[src/rtl/tc_pkg.sv]
// Shared field positions and mode codes for the timer compare unit.
// Assumes a 32-bit register data path.
package tc_pkg;
    localparam int CTRL_DRE  = 0;
    localparam int MODE_LO   = 2;
    localparam int MODE_W    = 4;
    localparam int CTRL_IE   = 6;
    localparam int CTRL_FLAG = 7;
    localparam int DATA_W    = 32;

    localparam logic [MODE_W-1:0] MODE_OFF    = 4'h0;
    localparam logic [MODE_W-1:0] MODE_TOGGLE = 4'h5;
    localparam logic [MODE_W-1:0] MODE_PULSE  = 4'hF;
endpackage

[src/rtl/tc_cmp_buffer.sv]
// Two-slot compare store: an armed (active) slot and a queued slot.
// Each clock applies, in this order: promotion on consume, then a load into
// the first free slot (the queued slot is overwritten when both are full),
// then a flush that empties both slots.
// Assumes consume is only raised while the active slot is valid.
module tc_cmp_buffer #(
    parameter int W = 32
) (
    input  logic         clk,
    input  logic         rst_n,
    input  logic         flush,
    input  logic         load,
    input  logic [W-1:0] load_val,
    input  logic         consume,
    output logic [W-1:0] act_val,
    output logic         act_vld
);
    logic [W-1:0] act_q, que_q, act_n, que_n;
    logic         act_vld_q, que_vld_q, act_vld_n, que_vld_n;

    // Next-state of both slots from promotion, load and flush.
    always_comb begin
        act_n     = act_q;
        que_n     = que_q;
        act_vld_n = act_vld_q;
        que_vld_n = que_vld_q;
        if (consume) begin
            if (que_vld_q) begin
                act_n     = que_q;
                act_vld_n = 1'b1;
                que_vld_n = 1'b0;
            end else begin
                act_vld_n = 1'b0;
            end
        end
        if (load) begin
            if (!act_vld_n) begin
                act_n     = load_val;
                act_vld_n = 1'b1;
            end else begin
                que_n     = load_val;
                que_vld_n = 1'b1;
            end
        end
        if (flush) begin
            act_vld_n = 1'b0;
            que_vld_n = 1'b0;
        end
    end

    // Slot registers.
    always_ff @(posedge clk) begin
        if (!rst_n) begin
            act_q     <= '0;
            que_q     <= '0;
            act_vld_q <= 1'b0;
            que_vld_q <= 1'b0;
        end else begin
            act_q     <= act_n;
            que_q     <= que_n;
            act_vld_q <= act_vld_n;
            que_vld_q <= que_vld_n;
        end
    end

    assign act_val = act_q;
    assign act_vld = act_vld_q;

    // a value can only wait in the queue behind an armed value.
    a_r8_queue_behind_active: assert property (@(posedge clk) disable iff (!rst_n)
        que_vld_q |-> act_vld_q);

    // a match with a queued value promotes exactly that value.
    a_r8_promote: assert property (@(posedge clk) disable iff (!rst_n)
        (consume && que_vld_q && !load && !flush) |=> (act_vld_q && act_q == $past(que_q)));
endmodule

[src/rtl/tc_channel.sv]
// One output-compare channel: control/status word, two-slot compare store,
// match detection, event flag and output pin.
// Assumes CNT_W <= 32. The counter value is trusted only when cnt_upd is 1.
module tc_channel
    import tc_pkg::*;
#(
    parameter int CNT_W = 32
) (
    input  logic              clk,
    input  logic              rst_n,
    input  logic [CNT_W-1:0]  cnt_val,
    input  logic              cnt_upd,
    input  logic              ctrl_we,
    input  logic              cmp_we,
    input  logic [DATA_W-1:0] wdata,
    output logic [DATA_W-1:0] ctrl_rd,
    output logic [DATA_W-1:0] cmp_rd,
    output logic              flag,
    output logic              irq,
    output logic              pin
);
    logic              dre_q, ie_q, flag_q, pin_q;
    logic [MODE_W-1:0] mode_q, mode_n;
    logic [CNT_W-1:0]  act_val;
    logic              act_vld, cmp_mode, hit, flush;

    assign mode_n   = ctrl_we ? wdata[MODE_LO +: MODE_W] : mode_q;
    assign cmp_mode = (mode_q == MODE_TOGGLE) || (mode_q == MODE_PULSE);
    assign hit      = cnt_upd && cmp_mode && act_vld && (cnt_val == act_val);
    assign flush    = ctrl_we && (wdata[MODE_LO +: MODE_W] == MODE_OFF);

    tc_cmp_buffer #(.W(CNT_W)) u_buf (
        .clk      (clk),
        .rst_n    (rst_n),
        .flush    (flush),
        .load     (cmp_we),
        .load_val (wdata[CNT_W-1:0]),
        .consume  (hit),
        .act_val  (act_val),
        .act_vld  (act_vld)
    );

    // Configuration fields written by software.
    always_ff @(posedge clk) begin
        if (!rst_n) begin
            dre_q  <= 1'b0;
            ie_q   <= 1'b0;
            mode_q <= MODE_OFF;
        end else if (ctrl_we) begin
            dre_q  <= wdata[CTRL_DRE];
            ie_q   <= wdata[CTRL_IE];
            mode_q <= wdata[MODE_LO +: MODE_W];
        end
    end

    // Event flag: set on a match, cleared by writing 1; the match wins.
    always_ff @(posedge clk) begin
        if (!rst_n)
            flag_q <= 1'b0;
        else if (hit)
            flag_q <= 1'b1;
        else if (ctrl_we && wdata[CTRL_FLAG])
            flag_q <= 1'b0;
    end

    // Output pin: low when off, flips in toggle mode, one-clock pulse in pulse mode.
    always_ff @(posedge clk) begin
        if (!rst_n)
            pin_q <= 1'b0;
        else if (mode_n == MODE_OFF)
            pin_q <= 1'b0;
        else if (mode_q == MODE_TOGGLE)
            pin_q <= hit ? ~pin_q : pin_q;
        else if (mode_q == MODE_PULSE)
            pin_q <= hit;
    end

    assign ctrl_rd = {24'd0, flag_q, ie_q, mode_q, 1'b0, dre_q};
    assign cmp_rd  = DATA_W'(act_val);
    assign flag    = flag_q;
    assign irq     = flag_q && ie_q;
    assign pin     = pin_q;

    // the flag only rises after a qualified match.
    a_r3_flag_from_match: assert property (@(posedge clk) disable iff (!rst_n)
        $rose(flag_q) |-> $past(hit));

    // a match in toggle mode changes the pin level.
    a_r4_toggle_flips: assert property (@(posedge clk) disable iff (!rst_n)
        (hit && mode_q == MODE_TOGGLE && !ctrl_we) |=> (pin_q != $past(pin_q)));

    // in pulse mode the pin is high only on the clock after a match.
    a_r5_pulse_one_clock: assert property (@(posedge clk) disable iff (!rst_n)
        (pin_q && $past(mode_q) == MODE_PULSE) |-> $past(hit));

    // a disabled channel keeps its pin low.
    a_r9_off_pin_low: assert property (@(posedge clk) disable iff (!rst_n)
        (mode_q == MODE_OFF) |-> !pin_q);
endmodule

[src/rtl/tc_compare_unit.sv]
// Top of the timer compare unit: N_CH output-compare channels, register
// address decode, read mux and the collected status word.
// Assumes byte addresses on a 32-bit word bus, with no two registers mapped
// to the same address.
module tc_compare_unit
    import tc_pkg::*;
#(
    parameter int N_CH      = 4,
    parameter int CNT_W     = 32,
    parameter int ADDR_W    = 8,
    parameter int STAT_ADDR = 'h04,
    parameter int CH_BASE   = 'h08
) (
    input  logic              clk,
    input  logic              rst_n,
    input  logic [CNT_W-1:0]  cnt_val,
    input  logic              cnt_upd,
    input  logic              wr_en,
    input  logic [ADDR_W-1:0] wr_addr,
    input  logic [31:0]       wr_data,
    input  logic [ADDR_W-1:0] rd_addr,
    output logic [31:0]       rd_data,
    output logic [N_CH-1:0]   pin_out,
    output logic [N_CH-1:0]   irq
);
    localparam int CH_SPAN = 8;
    localparam int CMP_OFS = 4;

    logic [DATA_W-1:0] ctrl_rd [N_CH];
    logic [DATA_W-1:0] cmp_rd  [N_CH];
    logic [N_CH-1:0]   flags;

    for (genvar ch = 0; ch < N_CH; ch++) begin : g_ch
        localparam logic [ADDR_W-1:0] A_CTRL = ADDR_W'(CH_BASE + ch * CH_SPAN);
        localparam logic [ADDR_W-1:0] A_CMP  = ADDR_W'(CH_BASE + ch * CH_SPAN + CMP_OFS);

        tc_channel #(.CNT_W(CNT_W)) u_chan (
            .clk     (clk),
            .rst_n   (rst_n),
            .cnt_val (cnt_val),
            .cnt_upd (cnt_upd),
            .ctrl_we (wr_en && (wr_addr == A_CTRL)),
            .cmp_we  (wr_en && (wr_addr == A_CMP)),
            .wdata   (wr_data),
            .ctrl_rd (ctrl_rd[ch]),
            .cmp_rd  (cmp_rd[ch]),
            .flag    (flags[ch]),
            .irq     (irq[ch]),
            .pin     (pin_out[ch])
        );
    end

    // Read mux over the status word and every channel register.
    always_comb begin
        rd_data = '0;
        if (rd_addr == ADDR_W'(STAT_ADDR))
            rd_data = 32'(flags);
        for (int i = 0; i < N_CH; i++) begin
            if (rd_addr == ADDR_W'(CH_BASE + i * CH_SPAN))
                rd_data = ctrl_rd[i];
            if (rd_addr == ADDR_W'(CH_BASE + i * CH_SPAN + CMP_OFS))
                rd_data = cmp_rd[i];
        end
    end

    // no interrupt line is high unless its channel flag is set.
    a_r7_irq_needs_flag: assert property (@(posedge clk) disable iff (!rst_n)
        (irq & ~flags) == '0);
endmodule

[config.mk]
export PLATFORM = sky130hd
export DESIGN_NAME = tc_compare_unit
export DESIGN_NICKNAME = d
export VERILOG_FILES = /design/src/rtl/tc_pkg.sv /design/src/rtl/tc_cmp_buffer.sv /design/src/rtl/tc_channel.sv /design/src/rtl/tc_compare_unit.sv
export SDC_FILE = /design/constraint.sdc
export NUM_CORES = 1
export LEC_CHECK = 0
export CAP_MARGIN = 20
export CORE_MARGIN = 8
export CORE_UTILIZATION = 54
export CTS_CLUSTER_DIAMETER = 30
export CTS_CLUSTER_SIZE = 8
export DETAILED_ROUTE_END_ITERATION = 7
export PLACE_DENSITY = 0.81
export SLEW_MARGIN = 0
export SYNTH_ARGS = -nofsm -noshare
export SYNTH_HDL_FRONTEND = slang
export SYNTH_SLANG_ARGS = --single-unit
[constraint.sdc]
create_clock -name clk -period 6 [get_ports clk]
set_input_delay 1.8 -clock clk [delete_from_list [all_inputs] [get_ports clk]]
set_output_delay 1.8 -clock clk [all_outputs]
set_load 0.005 [all_outputs]
==> flow_summary_export.csv, run 1 <==
group,metric,value,unit
status,status,"complete, no violations",
synthesis,syn_inst,1706,
grt,grt_antenna_before_repair,0,
clocking,cts.sinks,296,
routing,drt-initial-drc-count,1863,
synthesis,yosys.area.top_type_share,0.3914,
pwr,leakagePower,6.680,nW
synthesis,synth_fp_nets,1790,
placement,placed_cells,2096,
timing,final.min_clock_period,5.802,ns
floorplanning,die_w,183.4,um
synthesis,synth_seq_cells,296,
routing,via_count,14380,
synthesis,yosysSeqAreaShare,0.3914,
critical_path,critical_path.startpoint_type,"input port",
floorplanning,die_area,33650,um2
clocking,numCtsBuffers,57,
clocking,clk_pin_slew,0.04,ns
pwr,p_int,4.204,mW
floorplanning,fp-row-count,61,
synthesis,async_reset_ff_frac,0,
clocking,postCtsHoldBufs,0,
timing,timing.fmax,172.4,MHz
critical_path,path_class,"in -> out",
critical_path,cp.arrival,4.00,ns
placement,port_buffers,123,
timing,timing.hold.ws,0.4566,ns
pwr,power_frac_clock,0.581,
timing,rsz0062_at_grt,"no",
routing,drcViolationCount,0,
layout,syn_to_final_growth,23.40,%
timing,setup_viol_count_final,0,
synthesis,synth-edff-count,0,
floorplanning,core_area,27710,um2
synthesis,synth_top_cell_by_area,"dfxtp_1",
pwr,sw_frac_of_total,0.2222,
layout,drive_above_1_share,0.1104,
synthesis,ys_types,61,
routing,firstDrtPassIters,6,
pwr,combPwrFrac,0.054,
synthesis,syn-cell-area,15140,um2
grt,grt_max_degree,103,
hold_path,hp-start,"g_ch[2].u_chan.u_buf.que_q[29]$_SDFFE_PN0P_",
timing,tightest_slew,0.9486,ns
pwr,ir_drop,290.3,uV
grt,grt_pass1_vias,14170,
layout,nNetsFinal,1862,
routing,drt-vias-per-instance,6.536,
hold_path,hold_class,"reg -> reg",
placement,routabilityCongestion,1.024,
critical_path,cp_max_fo,5,
pwr,seqPwrFrac,0.366,
pwr,p_switching,1.201,mW
layout,layout_commonest_cell,"dfxtp_1",
routing,routed_wire_length_per_instance,25.37,um
synthesis,syn_area_per_cell,8.875,um2
grt,grt_pass1_wl,84530,um
clocking,clockBufferDepth,3,
routing,drt-total-wl,55810,um
clocking,root_buffer,"clkbuf_16",
timing,period_share,0.9670,
critical_path,reg2reg_from,"g_ch[3].u_chan.u_buf.act_val[0]$_SDFF_PN0_",
pwr,cellPowerDensity,289.3,nW/um2
timing,drv_slew,0,
layout,fin_cells,2200,
floorplanning,die_h,183.4,um
timing,fin_skew,0.02124,ns
critical_path,cp.required,4.20,ns
routing,antenna_left,0,
floorplanning,ios,124,
timing,hold_viol,0,
synthesis,ys_warn_count,0,
synthesis,synth_area_leaders,"dfxtp_1 39%, mux2i_1 17%, xnor2_1 7.2%",
grt,grt-ovfl-total,0,
timing,slew_headroom,0.3676,
layout,mostFrequentLayoutCells,"296 x dfxtp_1, 258 x mux2i_1, 170 x nand2_1",
grt,grtUsageTotal,0.3214,
critical_path,end_kind,"output port",
clocking,cts_tree,"built",
critical_path,worstSetupStartpoint,"rd_addr[7]",
job,cap_violations,0,
floorplanning,start_util,0.5465,
synthesis,synth_flop_cell,"dfxtp_1",
clocking,htreeDepth,2,
clocking,clkLatencyLatePin,0.57,ns
placement,dp_hpwl,38250,um
## cells by family after synthesis
kind of cell	after synthesis	share of synthesized area
buffers and inverters	166	0.04562
adders and majority gates	2	0.001322
DFF	296	0.3914
AOI/OAI and AO/OA	428	0.1753
xor gates and xnor gates	132	0.07636
and+or+nand+nor	423	0.1387
muxes	259	0.1713
## sequential cells by signal, indices dropped and copies added (netlist names)
signal                       count
g_ch.u_chan.dre_q                4
g_ch.u_chan.flag                 4
g_ch.u_chan.ie_q                 4
g_ch.u_chan.mode_q              16
g_ch.u_chan.pin                  4
g_ch.u_chan.u_buf.act_val      128
g_ch.u_chan.u_buf.act_vld        4
g_ch.u_chan.u_buf.que_q        128
g_ch.u_chan.u_buf.que_vld_q      4
## routing by layer
layer  global-route usage  vias to the layer above  wire length, um
met5                    0                        -                0
met1               0.3994                     6862            21920
met3              0.08696                      211             6171
li1                     -                     6346                -
met2               0.5020                      961            24690
met4               0.1731                        0             3028
## worst paths after layout
kind	to	slack, ns	depth (start not counted)
setup / recovery	rd_data[7]	0.20	9
setup reg to reg	g_ch[3].u_chan.u_buf.que_q[0]$_SDFFE_PN0P_	2.70	7
hold reg to reg	g_ch[2].u_chan.u_buf.que_q[29]$_SDFFE_PN0P_	0.46	2
hold / removal	g_ch[2].u_chan.u_buf.que_q[29]$_SDFFE_PN0P_	0.46	2
## cells in the mapped netlist, types with 3 or more instances
master	count
inv_1	9
o22a_1	4
and2_1	5
a222oi_1	15
o22ai_1	5
mux2i_1	258
nand3_1	42
nor4_2	4
xnor2_1	124
o21ai_0	17
o21ai_1	132
nand2_1	170
nor2_1	75
or2_2	5
buf_4	8
clkbuf_1	131
buf_2	12
nand4b_1	4
or3_1	10
xor2_1	8
nor4_1	16
nor2b_1	6
a31oi_1	3
nor3_1	9
and4_1	7
a211oi_1	64
a21oi_1	119
or4_1	9
buf_6	3
a21oi_2	30
a32o_1	3
a22oi_1	23
nand2b_1	3
nand4_1	45
dfxtp_1	296
## through the flow
| stage | total power [mW] | setup TNS, ns | worst slack (ns) | instance area, um2 | util |
|---|---|---|---|---|---|
| 6_report | 5.405 | 0 | 0.1981 | 18680 | 0.6744 |
| 4_1_cts | 5.397 | 0 | 0.01127 | 18650 | 0.6730 |
| 3_5_place_dp | 2.289 | -0.06789 | -0.02026 | 16700 | 0.6028 |
| 5_1_grt | 5.519 | 0 | 0.01912 | 18680 | 0.6743 |
| 2_1_floorplan | 2.153 | 0 | 0.8542 | 15140 | - |
| 3_3_place_gp | 2.286 | 0 | 0.03587 | 16700 | 0.6028 |
## area by class of cell
type | instances | area (um2)
fill | 2096 | 9021
multi-input combinational | 1244 | 8672
sequential | 296 | 5926
clock buffer | 84 | 1719
timing repair buffer | 167 | 1633
tap | 378 | 473.0
clock inverter | 18 | 211.5
inverter | 12 | 47.55
antenna | 1 | 2.502
## critical path, stage by stage
cell	delay, ns
clkdlybuf4s50_1	0.42
nor3_1	0.19
buf_4	0.15
nand2b_1	0.12
nor2_1	0.26
nand2_1	0.17
o22a_1	0.21
a21oi_1	0.15
clkdlybuf4s50_1	0.52
## repair_timing
action                     CTS  global route
cloned                       0             0
setup endpoints to repair    6            10
buffers inserted             0             0
pin swaps                    0             0
resized for setup            3             2
## power by group through the flow
stage | Combinational [mW] | Sequential (mW) | Clock (mW)
2_1_floorplan | 0.141 | 2.01 | 0
3_3_place_gp | 0.273 | 2.01 | 0
3_5_place_dp | 0.275 | 2.01 | 0
4_1_cts | 0.278 | 1.98 | 3.14
5_1_grt | 0.302 | 1.97 | 3.24
6_report | 0.290 | 1.98 | 3.14
(Power assumes the default switching activity.)
==> run 2: changes to the inputs <==
- SKIP_CTS_REPAIR_TIMING: not set -> 1
==> run 2 against run 1 <==
Net effect:
- critical path type unchanged
- combinational power barely moved
- fmax shrank 0.21%
- sequential power about the same
- the flow now finishes with violations (design-rule violations)
- wire length shrank 0.28%
- setup slack worse by 0.012 ns
- critical endpoint unchanged
==> flow_summary_export.csv, run 2 (same netlist as run 1, synthesis figures left out) <==
group,metric,value,unit
layout,fin_cells,2199,
clocking,htreeDepth,2,
timing,fin_ws,0.1861,ns
critical_path,reg2reg_from,"g_ch[3].u_chan.u_buf.act_val[0]$_SDFF_PN0_",
floorplanning,ios,124,
layout,syn_to_final_growth,23.22,%
layout,mostFrequentLayoutCells,"296 x dfxtp_1, 258 x mux2i_1, 170 x nand2_1",
hold_path,hold_path_depth,2,
floorplanning,start_util,0.5465,
critical_path,crit_slowest_cell,"clkdlybuf4s50_1",
pwr,ir_drop,290.3,uV
hold_path,hp-start,"g_ch[2].u_chan.u_buf.que_q[22]$_SDFFE_PN0P_",
timing,timing.fmax,172.0,MHz
routing,firstDrtPassIters,8,
routing,drt-vias-per-instance,6.520,
timing,slew_headroom,0.2065,
critical_path,cpLargestDelayFamily,"buffers and inverters",
critical_path,cp_max_fo,5,
placement,port_buffers,123,
pwr,cellPowerDensity,289.3,nW/um2
critical_path,cp.required,4.20,ns
routing,drcViolationCount,4,
placement,placed_cells,2096,
status,status,"finished with violations",
timing,setup_viol_count_final,0,
routing,drt-total-wl,55660,um
critical_path,rr_endpoint,"g_ch[3].u_chan.u_buf.que_q[3]$_SDFFE_PN0P_",
placement,routabilityCongestion,1.024,
hold_path,hold_class,"reg -> reg",
timing,drv_slew,0,
timing,tightest_slew,1.190,ns
layout,fillers,2098,
floorplanning,die_h,183.4,um
layout,nNetsFinal,1861,
timing,hold_viol,0,
clocking,cts.sinks,296,
critical_path,critPathBufInv,3,
grt,grt_pass1_vias,14177,
critical_path,path_class,"in -> out",
routing,antenna_left,0,
routing,via_count,14337,
timing,final.min_clock_period,5.814,ns
clocking,numCtsBuffers,57,
clocking,clkLatencyLatePin,0.57,ns
grt,grt-ovfl-total,0,
critical_path,reg2reg_depth,7,
floorplanning,die_w,183.4,um
pwr,leakagePower,6.666,nW
job,cap_violations,0,
critical_path,reg2reg_slack,2.74,ns
timing,timing.hold.ws,0.4568,ns
critical_path,critical_path.startpoint_type,"input port",
placement,post-place-ws,-0.02026,ns
floorplanning,core_area,27710,um2
grt,grt_antenna_before_repair,0,
layout,layout_commonest_cell,"dfxtp_1",
pwr,p_total,5.398,mW
floorplanning,fp-row-count,61,
critical_path,cp_cell_sequence,"clkdlybuf4s50_1, nor3_1, buf_4, nand2b_1, nor2_1, nand2_1, o22a_1, a21oi_1, clkdlybuf4s50_1",
critical_path,cp.arrival,4.01,ns
critical_path,max_stage_delay,0.52,ns
timing,rsz0062_at_grt,"no",
routing,drt-initial-drc-count,1827,
clocking,clk_pin_slew,0.04,ns
placement,dp_hpwl,38250,um
grt,grt_pass1_wl,84480,um
timing,fin_skew,0.02534,ns
clocking,root_buffer,"clkbuf_16",
timing,period_share,0.9690,
floorplanning,die_area,33650,um2
grt,grtUsageTotal,0.3213,
grt,grt_max_degree,103,
clocking,clockBufferDepth,3,
hold_path,hold_end,"g_ch[2].u_chan.u_buf.que_q[22]$_SDFFE_PN0P_",
routing,routed_wire_length_per_instance,25.31,um
status,violations,"design-rule violations",
critical_path,crit_path_frequent_cell,"clkdlybuf4s50_1",
critical_path,end_kind,"output port",
layout,drive_above_1_share,0.1099,
clocking,cts_tree,"built",
## run 2: changes by cell type in the layout (fill, tap and decap cells not counted)
cell	before	now
buf_16	1	0
## run 2: area by class of cell
type                    instances  area (um2)  area share
repair buffers                166        1605     0.08604
diodes                          1       2.502   0.0001341
clock inverters                18       211.5     0.01133
inverters                      12       47.55    0.002548
flip-flops and latches        296        5926      0.3176
well taps                     378       473.0     0.02535
multi-input cells            1244        8672      0.4648
clock buffers                  84        1719     0.09215
## run 2: report_power, final
part           switching [mW]  internal, mW  total [mW]
clock network            1.01          2.12        3.13
logic                   0.183         0.106       0.289
registers             0.00308          1.97        1.98
## run 2: worst max path at each step
stage / start / to / slack [ns] / cells past startpoint
2_1_floorplan: rd_addr[7] / rd_data[14] / 0.85 / 5
3_3_place_gp: rd_addr[7] / rd_data[2] / 0.04 / 6
3_5_place_dp: rd_addr[7] / rd_data[3] / -0.02 / 6
4_1_cts: rd_addr[7] / rd_data[3] / -0.04 / 6
5_1_grt: rd_addr[7] / rd_data[7] / 0.02 / 9
6_report: rd_addr[7] / rd_data[7] / 0.19 / 9
## run 2: routing by layer
layer | global-route usage | wire length (um) | part of all wire | vias to the layer above
met5 | 0 | 0 | 0 | -
met4 | 0.1792 | 3226 | 0.058 | 0
met3 | 0.09130 | 6312 | 0.11 | 225
met2 | 0.4995 | 24550 | 0.44 | 950
met1 | 0.3964 | 21570 | 0.39 | 6818
li1 | - | - | - | 6344
## run 2: worst reg2reg max path: stages (launching register included)
cell	delay, ns
dfxtp_1	0.37
xnor2_1	0.41
nand4_1	0.18
nor4_1	0.74
nand4_1	0.69
buf_4	0.49
nand3_1	0.14
a21oi_1	0.08
## run 2: metrics by stage
stage               cell area (um2)  setup TNS [ns]    util
detailed placement            16700        -0.06789  0.6028
global route                  18650               0  0.6733
floorplan                     15140               0       -
finish                        18660               0  0.6734
CTS                           18630         -0.1356  0.6724
global placement              16700               0  0.6028
